===== config.mk =====
export PLATFORM = sky130hd
export DESIGN_NAME = acc_core
export DESIGN_NICKNAME = d
export VERILOG_FILES = /design/src/rtl/acc_pkg.sv /design/src/rtl/acc_seq.sv /design/src/rtl/acc_regs.sv /design/src/rtl/acc_core.sv
export SDC_FILE = /design/constraint.sdc
export NUM_CORES = 1
export LEC_CHECK = 0
export ABC_AREA = 1
export BUFFER_PORTS_ARGS = -buffer_cell sky130_fd_sc_hd__buf_2
export CORE_UTILIZATION = 40
export CTS_BUF_LIST = sky130_fd_sc_hd__clkbuf_8 sky130_fd_sc_hd__clkbuf_16
export DETAILED_ROUTE_END_ITERATION = 7
export GPL_TIMING_DRIVEN = 0
export SLEW_MARGIN = 30
export SYNTH_ARGS = -nofsm -noshare
export SYNTH_HDL_FRONTEND = slang
export SYNTH_SLANG_ARGS = --single-unit

===== constraint.sdc =====
create_clock -name clk -period 3.4 [get_ports clk]
set_clock_uncertainty 0.2 [all_clocks]
set_input_delay 0.34 -clock clk [delete_from_list [all_inputs] [get_ports clk]]
set_output_delay 0.34 -clock clk [all_outputs]
set_load 0.03 [all_outputs]

===== src/rtl/acc_pkg.sv =====
package acc_pkg;

  typedef enum logic [3:0] {
    PH_F_MAR, PH_F_RD, PH_F_CAP, PH_F_INC, PH_F_IR,
    PH_I_MAR, PH_I_RD, PH_I_CAP, PH_I_FIX,
    PH_X_DISP, PH_X_RD, PH_X_CAP, PH_X_ALU, PH_X_MBR, PH_X_WR,
    PH_HALT
  } phase_e;

  typedef enum logic [2:0] {
    OP_HALT  = 3'd0,
    OP_LOAD  = 3'd1,
    OP_STORE = 3'd2,
    OP_ADD   = 3'd3,
    OP_SUB   = 3'd4,
    OP_JUMP  = 3'd5,
    OP_JZ    = 3'd6,
    OP_NOP   = 3'd7
  } op_e;

  typedef enum logic [1:0] {
    R0_PASS = 2'd0,
    R0_ADD  = 2'd1,
    R0_SUB  = 2'd2
  } r0_sel_e;

  // one register transfer per clock; at most one source per destination
  typedef struct packed {
    logic    mar_pc;
    logic    mar_ir;
    logic    mbr_mem;
    logic    mbr_r0;
    logic    pc_inc;
    logic    pc_load;
    logic    ir_load;
    logic    ir_fix;
    logic    r0_load;
    r0_sel_e r0_sel;
  } uop_t;

endpackage


===== src/rtl/acc_seq.sv =====
module acc_seq
  import acc_pkg::*;
#(
  parameter int OPC_W = 4
) (
  input  logic             clk,
  input  logic             rst_n,
  input  logic [OPC_W-2:0] ir_op,
  input  logic             mbr_ind,
  input  logic             r0_zero,
  output phase_e           phase,
  output uop_t             uop,
  output logic             mem_rd,
  output logic             mem_wr,
  output logic             halted
);

  phase_e ph_q;
  phase_e ph_d;
  op_e    op;

  assign op = op_e'(ir_op);

  always_ff @(posedge clk or negedge rst_n) begin
    if (!rst_n) ph_q <= PH_F_MAR;
    else        ph_q <= ph_d;
  end

  always_comb begin
    ph_d   = ph_q;
    uop    = '0;
    mem_rd = 1'b0;
    mem_wr = 1'b0;
    case (ph_q)
      // fetch
      PH_F_MAR: begin uop.mar_pc  = 1'b1; ph_d = PH_F_RD;  end
      PH_F_RD:  begin mem_rd      = 1'b1; ph_d = PH_F_CAP; end
      PH_F_CAP: begin uop.mbr_mem = 1'b1; ph_d = PH_F_INC; end
      PH_F_INC: begin uop.pc_inc  = 1'b1; ph_d = PH_F_IR;  end
      PH_F_IR: begin
        uop.ir_load = 1'b1;
        ph_d = mbr_ind ? PH_I_MAR : PH_X_DISP;
      end
      // pointer resolution
      PH_I_MAR: begin uop.mar_ir  = 1'b1; ph_d = PH_I_RD;   end
      PH_I_RD:  begin mem_rd      = 1'b1; ph_d = PH_I_CAP;  end
      PH_I_CAP: begin uop.mbr_mem = 1'b1; ph_d = PH_I_FIX;  end
      PH_I_FIX: begin uop.ir_fix  = 1'b1; ph_d = PH_X_DISP; end
      // execute
      PH_X_DISP: begin
        case (op)
          OP_HALT: ph_d = PH_HALT;
          OP_LOAD, OP_ADD, OP_SUB: begin
            uop.mar_ir = 1'b1;
            ph_d = PH_X_RD;
          end
          OP_STORE: begin
            uop.mar_ir = 1'b1;
            ph_d = PH_X_MBR;
          end
          OP_JUMP: begin
            uop.pc_load = 1'b1;
            ph_d = PH_F_MAR;
          end
          OP_JZ: begin
            uop.pc_load = r0_zero;
            ph_d = PH_F_MAR;
          end
          default: ph_d = PH_F_MAR;
        endcase
      end
      PH_X_RD:  begin mem_rd      = 1'b1; ph_d = PH_X_CAP; end
      PH_X_CAP: begin uop.mbr_mem = 1'b1; ph_d = PH_X_ALU; end
      PH_X_ALU: begin
        uop.r0_load = 1'b1;
        case (op)
          OP_ADD:  uop.r0_sel = R0_ADD;
          OP_SUB:  uop.r0_sel = R0_SUB;
          default: uop.r0_sel = R0_PASS;
        endcase
        ph_d = PH_F_MAR;
      end
      PH_X_MBR: begin uop.mbr_r0 = 1'b1; ph_d = PH_X_WR;  end
      PH_X_WR:  begin mem_wr     = 1'b1; ph_d = PH_F_MAR; end
      PH_HALT:  ph_d = PH_HALT;
      default:  ph_d = PH_F_MAR;
    endcase
  end

  assign phase  = ph_q;
  assign halted = (ph_q == PH_HALT);

endmodule


===== src/rtl/acc_regs.sv =====
module acc_regs
  import acc_pkg::*;
#(
  parameter int DATA_W = 16,
  parameter int OPC_W  = 4,
  parameter int ADDR_W = 12
) (
  input  logic              clk,
  input  logic              rst_n,
  input  uop_t              uop,
  input  logic [DATA_W-1:0] mem_rdata,
  output logic [ADDR_W-1:0] pc,
  output logic [ADDR_W-1:0] mar,
  output logic [DATA_W-1:0] mbr,
  output logic [DATA_W-1:0] r0,
  output logic [ADDR_W-1:0] ir_addr,
  output logic [OPC_W-2:0]  ir_op,
  output logic              ir_ind,
  output logic              mbr_ind,
  output logic              r0_zero
);

  logic [DATA_W-1:0] ir;

  function automatic logic [ADDR_W-1:0] pc_step(input logic [ADDR_W-1:0] p);
    return p + ADDR_W'(1);
  endfunction

  function automatic logic [DATA_W-1:0] r0_next(input r0_sel_e s,
                                                input logic [DATA_W-1:0] acc,
                                                input logic [DATA_W-1:0] opnd);
    case (s)
      R0_ADD:  return acc + opnd;
      R0_SUB:  return acc - opnd;
      default: return opnd;
    endcase
  endfunction

  always_ff @(posedge clk or negedge rst_n) begin
    if (!rst_n) begin
      pc  <= '0;
      mar <= '0;
      mbr <= '0;
      ir  <= '0;
      r0  <= '0;
    end else begin
      if (uop.mar_pc)       mar <= pc;
      else if (uop.mar_ir)  mar <= ir[DATA_W-1:OPC_W];

      if (uop.mbr_mem)      mbr <= mem_rdata;
      else if (uop.mbr_r0)  mbr <= r0;

      if (uop.pc_load)      pc <= ir[DATA_W-1:OPC_W];
      else if (uop.pc_inc)  pc <= pc_step(pc);

      if (uop.ir_load)      ir <= mbr;
      else if (uop.ir_fix)  ir[DATA_W-1:OPC_W] <= mbr[ADDR_W-1:0];

      if (uop.r0_load)      r0 <= r0_next(uop.r0_sel, r0, mbr);
    end
  end

  assign ir_addr = ir[DATA_W-1:OPC_W];
  assign ir_op   = ir[OPC_W-2:0];
  assign ir_ind  = ir[OPC_W-1];
  assign mbr_ind = mbr[OPC_W-1];
  assign r0_zero = (r0 == '0);

endmodule


===== src/rtl/acc_core.sv =====
module acc_core
  import acc_pkg::*;
#(
  parameter  int DATA_W = 16,
  parameter  int OPC_W  = 4,
  localparam int ADDR_W = DATA_W - OPC_W
) (
  input  logic              clk,
  input  logic              rst_n,
  output logic [ADDR_W-1:0] mem_addr,
  output logic              mem_rd,
  output logic              mem_wr,
  output logic [DATA_W-1:0] mem_wdata,
  input  logic [DATA_W-1:0] mem_rdata,
  output logic              halted
);

  uop_t              uop;
  phase_e            phase;
  logic [ADDR_W-1:0] pc;
  logic [ADDR_W-1:0] mar;
  logic [DATA_W-1:0] mbr;
  logic [DATA_W-1:0] r0;
  logic [ADDR_W-1:0] ir_addr;
  logic [OPC_W-2:0]  ir_op;
  logic              ir_ind;
  logic              mbr_ind;
  logic              r0_zero;

  // named events for the checker
  logic ev_fetch_rd;
  logic ev_pc_inc;
  logic ev_ind_fix;
  logic ev_add;
  logic ev_sub;

  acc_seq #(.OPC_W(OPC_W)) u_seq (
    .clk     (clk),
    .rst_n   (rst_n),
    .ir_op   (ir_op),
    .mbr_ind (mbr_ind),
    .r0_zero (r0_zero),
    .phase   (phase),
    .uop     (uop),
    .mem_rd  (mem_rd),
    .mem_wr  (mem_wr),
    .halted  (halted)
  );

  acc_regs #(.DATA_W(DATA_W), .OPC_W(OPC_W), .ADDR_W(ADDR_W)) u_regs (
    .clk       (clk),
    .rst_n     (rst_n),
    .uop       (uop),
    .mem_rdata (mem_rdata),
    .pc        (pc),
    .mar       (mar),
    .mbr       (mbr),
    .r0        (r0),
    .ir_addr   (ir_addr),
    .ir_op     (ir_op),
    .ir_ind    (ir_ind),
    .mbr_ind   (mbr_ind),
    .r0_zero   (r0_zero)
  );

  assign mem_addr  = mar;
  assign mem_wdata = mbr;

  assign ev_fetch_rd = (phase == PH_F_RD);
  assign ev_pc_inc   = uop.pc_inc;
  assign ev_ind_fix  = uop.ir_fix;
  assign ev_add      = uop.r0_load && (uop.r0_sel == R0_ADD);
  assign ev_sub      = uop.r0_load && (uop.r0_sel == R0_SUB);

endmodule


-- After elaboration in Yosys (flattened, before gate mapping)
Index checks and enable logic that the tools add are counted.
- $add $sub $neg: 3
- eq/ne operators: 23
- mux-type cells: 26
- reductions and logical operators: 12
- operator list (cell ; number):
    two-way mux 12 bit ; 6
    case mux 4 bit (15 select lines) ; 1
    equality test 4 bit, second input constant ; 8
    two-way mux 16 bit ; 2
    case mux 16 bit (2 select lines) ; 1
    adder 16 bit ; 1
    equality test 4 x 3 -> 1 bit, second input constant ; 4
    zero test 16 bit ; 1
    subtractor 16 bit ; 1
    adder 12 x 1 -> 12 bit, second input constant ; 1
    case mux 4 bit (3 select lines) ; 1
    two-way mux 1 bit ; 10
    equality test 3 bit, second input constant ; 3
    OR reduction 3 bit ; 3
    equality test 4 x 2 -> 1 bit, second input constant ; 2
    nonzero test 2 bit ; 4
    equality test 3 x 2 -> 1 bit, second input constant ; 2
    equality test 4 x 1 -> 1 bit, second input constant ; 1
    zero test 4 bit ; 1
    two-way mux 4 bit ; 1
    case mux 1 bit (2 select lines) ; 2
    case mux 2 bit (2 select lines) ; 1
    OR reduction 4 bit ; 1
    equality test 3 x 1 -> 1 bit, second input constant ; 1
    other kinds (5) ; 5
- bits in registers: 75
- input bits: 18
- output and inout port bits: 31
- word-level logic and storage cells: 71

-- Longest topological paths before layout
- depth in word-level cells: 6
- gate-level depth with buffers: 24
- gate-level depth less buffers: 23

-- Hierarchy
From an unflattened synthesis, not the netlist that was laid out.
- cell total of the unflattened synthesis: 707
- area, all modules: 5013.6 µm²
- modules (own cells, without submodules) (module ; instances ; cells an instance ; area an instance (µm²) ; sequential area each (µm²)):
    acc_regs ; 1 ; 623 ; 4571.9 ; 1801.7
    acc_seq ; 1 ; 84 ; 441.7 ; 100.1

-- Worst setup path before layout
No wires, ideal clock.
- kind: reg-to-reg
- from: reg u_seq.ph_q[1], in the netlist u_seq.phase[1]
- to: reg u_regs.r0[14]
- library setup time: 117 ps
- data arrival time: 3143 ps
- required time: 3083 ps
- path slack: -60 ps
- stages on the path, launching flop included: 19
- path buffers: 2
- period minus slack after synthesis: 3460 ps
- cells stage by stage: dfrtp_1 nor2_1 inv_2 nor2_1 inv_1 clkbuf_1 nor3_1 ha_1 clkbuf_1 o21ai_0 fa_1 o21ai_0 nand2_1 nand2_1 nand2_1 nand3_1 nand3_1 nand2_1 nand2_1
- cells in the longest elaborated chain, start to end: 4
- elaborated cells between the ends (all ways): 5
- those cells by class: eq/ne (3); mux (2)
- ends and longest elaborated chain (what ; RTL line ; source):
    start, declared ; acc_seq.sv:18 ; phase_e ph_q;
    start signal, assigned ; acc_seq.sv:26 ; else ph_q <= ph_d;
    equality test 4 bit (*) ; acc_seq.sv:34 ; case (ph_q)
    two-way mux 3 bit (*) ; acc_seq.sv:34 ;
    equality test 2 bit / equality test 2 x 1 -> 1 bit (equally long branches) ; acc_regs.sv:32 ; case (s)
    case mux 16 bit (2 select lines) ; acc_regs.sv:32 ;
    end signal, assigned ; acc_regs.sv:59 ; if (uop.r0_load) r0 <= r0_next(uop.r0_sel, r0, mbr);
    end, declared ; acc_regs.sv:15 ; output logic [DATA_W-1:0] r0,
Mark *: on every way between the ends. The rest lies on a longest branch, timed or not.
A chain may end at the register's enable or synchronous reset.

-- Final worst setup path
- from: reg u_seq.ph_q[0], in the netlist u_seq.phase[0]
- to: reg u_regs.r0[11]
Same word-level chain as after synthesis.

==> run metrics <==
Longest Clk Path Bufs 2; CP endpoint kind flip-flop; Max Fclk approximately 0.3 GHz; min Tclk post-route around 3.3 ns; via count just under 5000; GP Congestion roughly 0.9; Port Buffer Count 48; Peak VDD IR approximately 0.54 mV; Max Fanout on Critical Path 10; grt total ovfl 0; critical path buffer and inverter count 5; io pins between 40 and 50; CTS sink cnt 75; count of final hold-check violations 0; Tot GR Track Use a little under a quarter; Max-Cap Viols 0; Die ar. roughly 0.013 sq mm; WL final between 10 and 15 mm; commonest non-fill, non-tap cell in the layout nand2_1; Slowest cell on crit path dfrtp_1; Pwr Density 1160 mW/mm^2; Combinational Power Share 61.4%; Synth Area per Inst a little over 7 sq um; Die Width about 110 microns; clock insertion delay at the later pin of the skew report roughly 0.34 ns; Layout area overhead 25.3%; Synth Instances around 700; worst-path cell chain nor2_2 -> inv_2 -> nor2_4 -> clkbuf_8 -> nand4_1 -> ha_4 -> clkbuf_16 -> o21ai_2 -> xor2_1 -> inv_1 -> ha_4 -> nand2_2 -> inv_1 -> a21oi_1 -> nand2_2 -> nand2_2 -> nand3_1 -> nand2_1 -> nand3_1 -> nand2_1 -> nand2_1; status complete, no violations; ANT cells 0; share of cells above drive strength 1 23.6%; Int Pwr around 3.7 mW; Pre-Repair DR Iteration Count 5; post-DP HPWL ~11 mm; net switching power roughly 3.7 mW; root buffer cell clkbuf_16; CP required 3.43 ns; YS warnings 0; most frequent cells in the layout 154 x nand2_1, 112 x inv_1, 70 x dfrtp_1; Setup TNS 0 ns; DR WL/cell roughly 15 microns; DIE HEIGHT 115 microns; Syn Std Cell Area between 0.005 and 0.006 sq mm; FILL cells between 1000 and 1500; Final Cycle Share a little over nine tenths; row count 40; final non-filler cell total between 900 and 1000; Initial DRC Count roughly 380; vias in the first global route approximately 5000; Startpoint Class flip-flop; CTS tree yes; delay-heaviest family, CP simple AND/OR/NAND/NOR gates; switching share of power approximately half; clk slew on worst S/H paths 0.06 ns; dpl cell area around 0.0056 sq mm; Final Cell Area approximately 0.0064 sq mm; final setup vio count 0; nets 819; synth unique cells 40; via/cell ratio between 5 and 6; placed cell count between 900 and 1000; final-report max-slew violation count 0; clock share of power roughly 14%; initial antenna violation count 0; core area around 0.012 sq mm; drt drc 0; post-synth net total about 740; Core Util, Final a little over half; CTS H-Tree Depth 3; LEAKAGE ~3.1 nW; Worst Max-Slew Pin Slew roughly 0.53 ns; final hold slack roughly 0.035 ns; largest net degree at the start of global routing between 40 and 50; Initial Util between 40% and 50%; sequential fraction of the synthesis area between 30% and 40%; Sequential Power Share about a quarter; Hold Crit Class primary input to flip-flop; Crit Path Class flip-flop to flip-flop; Slew HR between 60% and 70%; Worst Path Arrival about 3.3 ns; register bit count reported by yosys 75; Crit path largest cell delay 0.39 ns; total CTS buffers 9; final antenna-violating net count 0; first-pass GRT wire length roughly 24 mm
==> metal layers <==
layer  global-route usage, %  share of wire [%]  up-vias  wire length [microns]
met5                       0                  0        -                      0
met4                    10.9                3.1        0                    444
met3                    4.01                4.3       31                    628
met2                    39.4                 49      131                   7180
met1                    28.9                 43     2347                   6260
li1                        -                  -     2455                      -
==> worst paths after layout <==
check,start,to,slack (ns),cells past startpoint
max reg2reg,u_seq.phase[0]$_DFF_PN0_,u_regs.r0[11]$_DFFE_PN0N_,0.15,21
min,mem_rdata[3],u_regs.mbr[3]$_DFFE_PN0P_,0.04,3
min reg2reg,u_regs.ir[12]$_DFFE_PN0P_,u_regs.pc[8]$_DFFE_PN0P_,0.30,2
max,u_seq.phase[0]$_DFF_PN0_,u_regs.r0[11]$_DFFE_PN0N_,0.15,21
min in group asynchronous,rst_n,u_seq.phase[3]$_DFF_PN0_,0.31,2
max in group asynchronous,rst_n,u_regs.ir[15]$_DFFE_PN0P_,2.12,3
==> through the flow <==
stage / total power [mW] / setup slack, ns
floorplan: 4.63 / 0.0114
global placement: 5.58 / -0.834
detailed placement: 5.66 / -0.884
CTS: 6.92 / 0.00558
global route: 8.07 / -0.0460
finish: 7.44 / 0.146
==> power by group through the flow <==
stage | Clock (mW) | Sequential (mW) | Combinational [mW]
2_1_floorplan | 0 | 1.94 | 2.68
3_3_place_gp | 0 | 1.79 | 3.80
3_5_place_dp | 0 | 1.80 | 3.86
4_1_cts | 1.07 | 1.77 | 4.07
5_1_grt | 1.11 | 1.88 | 5.08
6_report | 1.06 | 1.82 | 4.57
==> worst min-delay path, cell delays in order <==
cell and delay, ns:
buf_2 0.08, nand2_1 0.05, o221ai_1 0.06
==> flip-flops by register name (all words and copies together) (netlist names) <==
name,flops
u_regs.r0,16
u_regs.pc,12
u_regs.ir,15
u_regs.mbr,16
u_seq.phase,4
u_regs.mar,12
==> area by class of cell <==
class,count,area (sq um),area share [%]
plain buffers,19,128,2.00
clock buffers,11,253,3.95
clock inverters,5,76.3,1.19
inverters,120,459,7.18
multi-input cells,489,2950,46.1
flip-flops and latches,75,1880,29.5
well taps,168,210,3.29
repair buffers,68,438,6.85
==> cell usage after synthesis, drive strengths merged <==
| cell type | instances | area, sq um |
|---|---|---|
| o21bai | 2 | 15.0 |
| nor2 | 52 | 226 |
| o211ai | 10 | 88.8 |
| o21ai | 55 | 309 |
| ha | 18 | 225 |
| fa | 1 | 20.0 |
| xor2 | 21 | 184 |
| a221oi | 1 | 8.76 |
| nand2 | 175 | 682 |
| o22ai | 10 | 62.6 |
| a31oi | 2 | 12.5 |
| nor3b | 1 | 7.51 |
| a21oi | 43 | 219 |
| o21a | 1 | 7.51 |
| o2111ai | 2 | 17.5 |
| nand4 | 9 | 56.3 |
| dfrtp | 75 | 1880 |
| a22oi | 3 | 27.5 |
| nand3 | 51 | 255 |
| or2 | 1 | 6.26 |
| clkbuf | 12 | 45.0 |
| inv | 120 | 453 |
| nor4 | 1 | 6.26 |
| nor3 | 10 | 50.1 |
| xnor2 | 6 | 52.6 |
| buf | 8 | 65.1 |
| o221ai | 14 | 123 |
==> cells by family after synthesis <==
| kind of cell | Yosys count | share of synthesized area (%) |
|---|---|---|
| simple gates | 300 | 25.3 |
| compound gates | 143 | 17.5 |
| buf+inv | 140 | 11.0 |
| flops | 75 | 36.8 |
| xor+xnor | 27 | 4.63 |
| fa+ha+maj | 19 | 4.81 |
==> repair_timing <==
| item | CTS | global route |
|---|---|---|
| hold buffers | 1 | 0 |
| hold endpoints to repair | 32 | 0 |
| gates cloned | 0 | 1 |
| setup buffers | 10 | 7 |
| pin swaps | 5 | 10 |
| gates resized for setup | 23 | 63 |
| endpoints found under the setup margin | 15 | 12 |
No activity file was read; power rests on OpenSTA's default activity.
